### src/rtl/mpr_pkg.sv
package mpr_pkg;
  localparam int MPR_NSTR_DEF = 4;
  localparam int MPR_WPP_DEF  = 63;
  localparam int MPR_SEQW     = 3;

  typedef struct packed {
    logic [2:0]          tag;
    logic [MPR_SEQW-1:0] seq;
    logic                start;
    logic                ovf;
    logic [23:0]         pay;
  } mpr_word_t;
endpackage

### src/rtl/mpr_lane.sv
module mpr_lane #(
  parameter int WPP  = 63,
  parameter int PW   = 6,
  parameter int SEQW = 3
) (
  input  logic            clk,
  input  logic            rst_n,
  input  logic            upd,
  input  logic            start,
  input  logic [SEQW-1:0] seq_in,
  output logic [PW-1:0]   pos,
  output logic [SEQW-1:0] seq_last,
  output logic            seq_vld
);
  logic [PW-1:0] eff;
  assign eff = start ? '0 : pos;

  always_ff @(posedge clk or negedge rst_n) begin
    if (!rst_n) begin
      pos      <= '0;
      seq_last <= '0;
      seq_vld  <= 1'b0;
    end else if (upd) begin
      pos      <= (eff == PW'(WPP - 1)) ? '0 : eff + 1'b1;
      seq_last <= seq_in;
      seq_vld  <= 1'b1;
    end
  end
endmodule

### src/rtl/mpr_drain.sv
module mpr_drain #(
  parameter int SW = 2
) (
  input  logic          clk,
  input  logic          rst_n,
  input  logic          load,
  input  logic [23:0]   ld_bytes,
  input  logic [1:0]    ld_cnt,
  input  logic          ld_sop,
  input  logic          ld_eop,
  input  logic [SW-1:0] ld_stream,
  output logic          can_load,
  input  logic          out_ready,
  output logic          out_valid,
  output logic [7:0]    out_byte,
  output logic [SW-1:0] out_stream,
  output logic          out_sop,
  output logic          out_eop
);
  logic [23:0]   shreg;
  logic [1:0]    cnt;
  logic          sop_q, eop_q;
  logic [SW-1:0] strm_q;
  logic          pop;

  assign out_valid  = (cnt != 2'd0);
  assign pop        = out_valid && out_ready;
  assign can_load   = (cnt == 2'd0) || ((cnt == 2'd1) && out_ready);
  assign out_byte   = shreg[23:16];
  assign out_stream = strm_q;
  assign out_sop    = sop_q;
  assign out_eop    = eop_q && (cnt == 2'd1);

  always_ff @(posedge clk or negedge rst_n) begin
    if (!rst_n) begin
      shreg  <= '0;
      cnt    <= '0;
      sop_q  <= 1'b0;
      eop_q  <= 1'b0;
      strm_q <= '0;
    end else if (load) begin
      shreg  <= ld_bytes;
      cnt    <= ld_cnt;
      sop_q  <= ld_sop;
      eop_q  <= ld_eop;
      strm_q <= ld_stream;
    end else if (pop) begin
      shreg  <= {shreg[15:0], 8'h00};
      cnt    <= cnt - 2'd1;
      sop_q  <= 1'b0;
    end
  end
endmodule

### src/rtl/mpr_reasm.sv
module mpr_reasm #(
  parameter int NSTR = mpr_pkg::MPR_NSTR_DEF,
  parameter int WPP  = mpr_pkg::MPR_WPP_DEF,
  localparam int SW  = (NSTR > 1) ? $clog2(NSTR) : 1
) (
  input  logic          clk,
  input  logic          rst_n,
  input  logic          in_valid,
  output logic          in_ready,
  input  logic [31:0]   in_word,
  output logic          out_valid,
  input  logic          out_ready,
  output logic [7:0]    out_byte,
  output logic [SW-1:0] out_stream,
  output logic          out_sop,
  output logic          out_eop,
  output logic          pkt_done,
  output logic [SW-1:0] pkt_stream,
  output logic          err_ovf,
  output logic          err_loss,
  output logic [SW-1:0] err_stream
);
  import mpr_pkg::*;
  localparam int PW   = $clog2(WPP);
  localparam int SEQW = MPR_SEQW;

  mpr_word_t w;
  assign w = mpr_word_t'(in_word);

  logic          tag_ok, acc, keep;
  logic [SW-1:0] sid;
  assign tag_ok = (w.tag != 3'd0) && (int'(w.tag) <= NSTR);
  assign sid    = SW'(w.tag - 3'd1);
  assign acc    = in_valid && in_ready;

  logic [PW-1:0]   pos_v   [NSTR];
  logic [SEQW-1:0] seq_v   [NSTR];
  logic [NSTR-1:0] seqok_v;
  logic [NSTR-1:0] upd_v;

  logic [PW-1:0]   cur_pos;
  logic [SEQW-1:0] cur_seq;
  logic            cur_seqok;

  always_comb begin
    cur_pos   = '0;
    cur_seq   = '0;
    cur_seqok = 1'b0;
    for (int i = 0; i < NSTR; i++) begin
      if (tag_ok && sid == SW'(i)) begin
        cur_pos   = pos_v[i];
        cur_seq   = seq_v[i];
        cur_seqok = seqok_v[i];
      end
    end
  end

  assign keep = acc && tag_ok && (w.start || cur_pos != '0);

  genvar g;
  generate
    for (g = 0; g < NSTR; g++) begin : g_lane
      assign upd_v[g] = keep && (sid == SW'(g));
      mpr_lane #(.WPP(WPP), .PW(PW), .SEQW(SEQW)) u_lane (
        .clk      (clk),
        .rst_n    (rst_n),
        .upd      (upd_v[g]),
        .start    (w.start),
        .seq_in   (w.seq),
        .pos      (pos_v[g]),
        .seq_last (seq_v[g]),
        .seq_vld  (seqok_v[g])
      );
    end
  endgenerate

  logic [PW-1:0] eff_pos;
  logic          last_word, loss_now;
  assign eff_pos   = w.start ? '0 : cur_pos;
  assign last_word = (eff_pos == PW'(WPP - 1));
  assign loss_now  = keep && cur_seqok && (w.seq != cur_seq + 1'b1);

  mpr_drain #(.SW(SW)) u_drain (
    .clk        (clk),
    .rst_n      (rst_n),
    .load       (keep),
    .ld_bytes   (w.pay),
    .ld_cnt     (last_word ? 2'd2 : 2'd3),
    .ld_sop     (eff_pos == '0),
    .ld_eop     (last_word),
    .ld_stream  (sid),
    .can_load   (in_ready),
    .out_ready  (out_ready),
    .out_valid  (out_valid),
    .out_byte   (out_byte),
    .out_stream (out_stream),
    .out_sop    (out_sop),
    .out_eop    (out_eop)
  );

  always_ff @(posedge clk or negedge rst_n) begin
    if (!rst_n) begin
      pkt_done   <= 1'b0;
      pkt_stream <= '0;
      err_ovf    <= 1'b0;
      err_loss   <= 1'b0;
      err_stream <= '0;
    end else begin
      pkt_done <= out_valid && out_ready && out_eop;
      if (out_valid && out_ready && out_eop) pkt_stream <= out_stream;
      err_ovf  <= keep && w.ovf;
      err_loss <= loss_now;
      if (keep) err_stream <= sid;
    end
  end
endmodule

### config.mk
export PLATFORM = sky130hd
export DESIGN_NAME = mpr_reasm
export DESIGN_NICKNAME = d
export VERILOG_FILES = /design/src/rtl/mpr_pkg.sv /design/src/rtl/mpr_lane.sv /design/src/rtl/mpr_drain.sv /design/src/rtl/mpr_reasm.sv
export SDC_FILE = /design/constraint.sdc
export NUM_CORES = 1
export LEC_CHECK = 0
export CAP_MARGIN = 30
export CORE_MARGIN = 2
export CORE_UTILIZATION = 40
export DETAILED_ROUTE_END_ITERATION = 8
export HOLD_SLACK_MARGIN = 0.03
export PLACE_DENSITY = 0.64
export SYNTH_ARGS = -nofsm -noshare
export SYNTH_HDL_FRONTEND = slang
export SYNTH_HIERARCHICAL = 1
export SYNTH_SLANG_ARGS = --single-unit
### constraint.sdc
create_clock -name clk -period 2.12 [get_ports clk]
set_input_delay 0.424 -clock clk [delete_from_list [all_inputs] [get_ports clk]]
set_output_delay 0.424 -clock clk [all_outputs]
set_load 0.01 [all_outputs]
# --- Word level (Yosys, flattened, before mapping) ---
# Index checks and enable logic that the tools add are counted.
word_totals:
  regBits: 75
  word_cells: 95
op_classes:
  addsub: 7
  order_cmp: 1
  n_eq_ne: 10
  mux: 28
  n_reduce_logical: 28
op_table:
  columns: ["op", "n"]
  rows:
  - ["$mux W6", 13]
  - ["$mux W24", 2]
  - ["$eq A6 B6 Y1 const B", 5]
  - ["$add A6 B1 Y6 const B", 4]
  - ["$logic_and A1 B1 Y1", 19]
  - ["$mux W3", 4]
  - ["$mux W1", 7]
  - ["$logic_not A6 Y1", 1]
  - ["$reduce_bool A6 Y1", 1]
  - ["$eq A2 B1 Y1 const B", 2]
  - ["$eq A2 B2 Y1 const B", 2]
  - ["$logic_not A2 Y1", 2]
  - ["$mux W2", 2]
  - ["$reduce_bool A2 Y1", 2]
  - ["$sub A2 B1 Y2 const B", 2]
  - ["$add A3 B1 Y3 const B", 1]
  - ["$le A3 B3 Y1 const B", 1]
  - ["$ne A3 B3 Y1", 1]
  - ["$reduce_bool A3 Y1", 1]
  - ["$logic_or A1 B1 Y1", 2]

# --- Logic depth before layout (Yosys ltp) ---
depth:
  depth_word: 12
  mapped_depth: 13
  depth_no_buf: 11

# --- Modules after synthesis ---
# Netlist, hierarchy kept.
modules_own_cells:
  columns: ["module", "n_inst", "cells_each", "area_each_um2", "seq_area_each_um2"]
  rows:
  - ["mpr_lane", 4, 51, 564.3, 250.2]
  - ["mpr_drain", 1, 137, 1650.3, 750.7]
  - ["mpr_reasm", 1, 102, 943.4, 175.2]

# --- Worst setup path after synthesis ---
# Ideal clock, no wire load.
synth_timing:
  path_type: "in2reg"
  startpoint: "input port in_word[29]"
  endpoint: "register u_drain.eop_q"
  setup_time_ns: 0.125
  t_arrival_ns: 2.543
  required_time_ns: 1.995
  slack_ns: -0.548
  stages: 11
  cell_sequence: "inv_1 -> ha_1 -> buf_6 -> buf_6 -> a221oi_1 -> nor4_2 -> a31oi_4 -> buf_4 -> buf_6 -> buf_4 -> mux2_2"
synth_via:
  elab_chain_cells: 10
  word_cells_on_any_way: 22
  cone_classes: "1 x add/sub; 1 x order compare; 4 x eq/ne; 5 x mux; 11 x reduce/logical"
synth_rtl:
  columns: ["element", "line", "text"]
  rows:
  - ["start, declared", "mpr_reasm.sv:10", "input logic [31:0] in_word,"]
  - ["$sub A2 B1 Y2, or another cell as far along", "mpr_reasm.sv:33", "assign sid = SW'(w.tag - 3'd1);"]
  - ["$logic_not A2 Y1 or $logic_and A1 B1 Y1 (tied branches)", "mpr_reasm.sv:50, mpr_reasm.sv:32", null]
  - ["$logic_and A1 B1 Y1", "mpr_reasm.sv:50", "if (tag_ok && sid == SW'(i)) begin"]
  - ["$mux W6 (4 in series)", "mpr_reasm.sv:50", null]
  - ["$reduce_bool A6 Y1", "mpr_reasm.sv:58", "assign keep = acc && tag_ok && (w.start || cur_pos != '0);"]
  - ["$logic_or A1 B1 Y1", "mpr_reasm.sv:58", null]
  - ["$logic_and A1 B1 Y1 *", "mpr_reasm.sv:58", null]
  - ["named net keep", "mpr_reasm.sv:30", "logic tag_ok, acc, keep;"]
  - ["end signal, assigned", "mpr_drain.sv:45", "eop_q <= ld_eop;"]
  - ["end, declared", "mpr_drain.sv:22", "logic sop_q, eop_q;"]
# Mark *: on every way through the listed nets, which the timed path passes. The rest lies on a longest branch.
# A chain may end at the register's enable or synchronous reset.

# --- Worst setup path in the final report ---
layout_timing:
  startpoint: "input port in_word[29]"
  endpoint: "register g_lane[3].u_lane.pos[2]"
layout_via:
  elab_chain_cells: 11
  word_cells_on_any_way: 21
  cone_classes: "1 x add/sub; 1 x order compare; 3 x eq/ne; 4 x mux; 12 x reduce/logical"
layout_rtl:
  columns: ["element", "line", "text"]
  rows:
  - ["$sub A2 B1 Y2 *", "mpr_reasm.sv:33", null]
  - ["named net sid[0]", "mpr_reasm.sv:31", "logic [SW-1:0] sid;"]
  - ["$logic_not A2 Y1", "mpr_reasm.sv:50", null]
  - ["$logic_and A1 B1 Y1", "mpr_reasm.sv:50", null]
  - ["$mux W6 (3 in series)", "mpr_reasm.sv:50", null]
  - ["$mux W6 *", "mpr_reasm.sv:50", null]
  - ["$reduce_bool A6 Y1 *", "mpr_reasm.sv:58", null]
  - ["$logic_or A1 B1 Y1 *", "mpr_reasm.sv:58", null]
  - ["$logic_and A1 B1 Y1 *", "mpr_reasm.sv:58", null]
  - ["named net keep", "mpr_reasm.sv:30", null]
  - ["$logic_and A1 B1 Y1 *", "mpr_reasm.sv:63", "assign upd_v[g] = keep && (sid == SW'(g));"]
  - ["named net upd_v[3]", "mpr_reasm.sv:39", "logic [NSTR-1:0] upd_v;"]
  - ["end signal, assigned", "mpr_lane.sv:24", "pos <= (eff == PW'(WPP - 1)) ? '0 : eff + 1'b1;"]
  - ["end, declared", "mpr_lane.sv:11", "output logic [PW-1:0] pos,"]
# Marked as above.

==> impl_metrics.tcl <==
set metrics [dict create \
    wire_length_on_met2_um 6733 \
    cts.htree.levels 3 \
    layout.area.seq_um2 1927 \
    failed_checks "negative setup slack" \
    number_of_global_route_vias_before_repair 4167 \
    detail_route.wl_per_cell_um 17.84 \
    netlist_top_cells_count "dfrtp_1 (77), nor2b_1 (41), nand2_1 (23)" \
    track_usage_pct 20.95 \
    grt_antenna_before_repair 0 \
    synthesis.area_per_instance_um2 10.95 \
    critPathTopFamily "compound AO/OA/AOI/OAI gates" \
    total_leakage_power_nw 3.189 \
    setup_repair_after_global_routing_missed_its_margin "true" \
    layout-area-overhead-vs-synth_pct 51.53 \
    seq_area_frac_synth_pct 39.72 \
    area_of_combinational_cells_with_multiple_inputs_um2 3137 \
    synth.lib_cells_used.distinct 61 \
    synth_nets 495 \
    timing.critical_path.arrival_ns 2.68 \
    ctsHoldBuffers 0 \
    die_w_um 114.1 \
    finalCriticalPeriod_ns 2.454 \
    global_route_wire_length_before_repair_um 21400 \
    initial_utilization_pct 40.72 \
    antenna_cells_inserted 0 \
    crit_path_max_fanout 7 \
    cts.clk_slew.worst_paths_ns 0.06 \
    drc 0 \
    row_count 40 \
    hold-worst-slack_ns 0.02747 \
    clock_tree_root_buffer_cell "clkbuf_16" \
    placed_cells_incl_taps 687 \
    inserted_clock_buffers 9 \
    grt_max_degree 45 \
    wl_met3_um 507 \
    syn-instance-count 443 \
    final-max-slew-violation-count 0 \
    filler_cell_count 917 \
    timing.critical_path.slowest_cell_delay_ns 0.34 \
    worst_case_clock_buffer_depth 2 \
    synth_area_um2 4851 \
    port-buffer-count 56 \
    min-delay-path-class "input port to async pin" \
    synth_seq_cells 77 \
    synthesis.yosys.warnings 6 \
    cp_data_required_time_ns 2.35 \
    finish.net_count 651 \
    vias_per_cell 5.502 \
    ant_nets 0 \
    grt-ovfl-total 0 \
    detailedPlacementHpwl_um 8096 \
    synth_top_area_share_pct 39.72 \
    die-area_um2 13020 \
    yosys_most_used_dff "dfrtp_1" \
    floorplan.core_area_um2 11910 \
    crit_buf_inv 5 \
    timing.final.setup_violations 74 \
    critical_path.cell_chain "buf_6, buf_8, inv_12, ha_4, buf_8, a211oi_2, a221oi_2, nor4_4, a31oi_4, buf_6, and2_4, mux2_2, a2bb2oi_2, o41ai_2" \
    finalHoldViolations 0 \
    slowest_cell_on_crit_path "nor4_4" \
    post-route-worst-setup-slack_ns -0.3340 \
    power.density_nw_per_um2 992.0 \
    cts_tree "done" \
    max_freq_mhz 407.5 \
    timing.final.crit_share_pct 115.8 \
    run_status "finished with violations" \
    routed_wl_um 13400 \
    top_layer_used "met4" \
    vias 4132 \
    critPathCaptureType "register" \
    die_height_um 114.1 \
    power.ir.vdd_worst_mv 0.9475 \
    critPathLaunchType "input port" \
    fin_worst_skew_ns 0.008288 \
    io-pin-count 57 \
    clock-sinks 77 \
    synth_edf_count 0 \
    layout-drive-gt1-share_pct 44.87 \
    postSynth.asyncResetShare_pct 100.0 \
    met1Wirelength_um 5920 \
    synth.top_cells.by_area "dfrtp_1 (40%), nor2b_1 (5.3%), mux2_2 (4.9%), ha_1 (4.1%), a221o_1 (3.9%)" \
    yosysTopAreaCell "dfrtp_1" \
    clk-insertion-delay-late_ns 0.35 \
    drtPass1Iterations 4 \
    finalWeightedCongestion 0.8640 \
    finish.cell_count_without_fillers 751 \
    dr.first_iter.drc_count 210 \
    place_ws_ns -1.162 \
    maximum_capacitance_violations 0 \
    worst-setup-path-type "input port to register" \
    synthMostInstantiatedCell "dfrtp_1" \
]
[power breakdown]
| part | total [mW] | switching, mW | internal (mW) |
|---|---|---|---|
| clock network | 1.43 | 0.613 | 0.819 |
| registers | 2.37 | 0.363 | 2.01 |
| logic | 3.49 | 1.54 | 1.95 |
[per-stage QoR]
stage	total power, mW	area [µm²]	util (%)	TNS [ns]
floorplan	4.234	4992	-	-20.93
global placement	5.186	6055	50.83	-70.34
detailed placement	5.224	6055	50.83	-74.19
CTS	7.104	7057	59.24	-8.178
global route	7.737	7351	61.71	-18.86
finish	7.292	7351	61.71	-15.47
[cell usage in the layout (no fill, tap or decap), types with 9 or more instances in the layout]
cell             count
buf_4               79
dfrtp_1             77
clkdlybuf4s50_1     50
nor2b_1             37
buf_6               28
inv_1               20
a221o_1             19
a21oi_1             16
nand2_1             15
mux2_4              14
ha_1                11
nand2b_4            11
and4bb_2            11
clkbuf_16           10
nand3_1              9
mux2_2               9
a22o_1               9
[layout make-up]
cell class / instances / area share (%)
clock inverters: 6 / 0.5277
inverters: 22 / 1.464
repair buffers: 175 / 23.37
clock buffers: 10 / 3.251
flip-flops and latches: 77 / 26.21
multi-input cells: 314 / 42.67
well taps: 147 / 2.502
[flip-flops by register name, summed over array words and instances, names as in the netlist, 2 cells and up]
signal                  flops
u_drain/shreg              24
g_lane.u_lane/seq_last     12
u_drain/out_stream          2
u_drain/cnt                 2
pkt_stream                  2
g_lane.u_lane/pos          24
g_lane.u_lane/seq_vld       4
err_stream                  2
[metal layers]
| metal | global-route usage (%) | up-vias |
|---|---|---|
| met3 | 5.029 | 17 |
| met1 | 27.80 | 2057 |
| met4 | 5.610 | 0 |
| met5 | 0 | - |
| met2 | 34.44 | 87 |
| li1 | - | 1971 |
[path summary, 6_finish.rpt]
path	from	endpoint	slack, ns	cells after the start
setup reg to reg	g_lane[1].u_lane/pos[2]	g_lane[3].u_lane/pos[2]	-0.26	9
min in group clk	g_lane[2].u_lane/seq_vld	g_lane[2].u_lane/seq_vld	0.49	1
hold / removal	rst_n	g_lane[0].u_lane/pos[2]	0.03	1
setup / recovery	in_word[29]	g_lane[3].u_lane/pos[2]	-0.33	14
hold reg to reg	g_lane[2].u_lane/seq_vld	g_lane[2].u_lane/seq_vld	0.49	1
max in group asynchronous	rst_n	u_drain/shreg[21]	1.49	2
[repair_timing]
action	in CTS	in global routing
setup buffers	31	13
gates resized for setup	106	34
cloned	4	1
setup endpoints to repair	77	75
pin swaps	34	11
[cell families (layout without fill, tap and decap cells)]
kind of cell,count (synthesis),in the layout,share of synthesized area [%]
compound gates,108,108,19.55
xor+xnor,6,6,1.083
fa+ha+maj,16,16,4.127
buf+inv,55,213,6.913
flops,77,77,39.72
mux,23,23,5.494
other cells,1,1,0.07731
simple gates,157,160,23.03
Power figures use the tool's default switching activity.
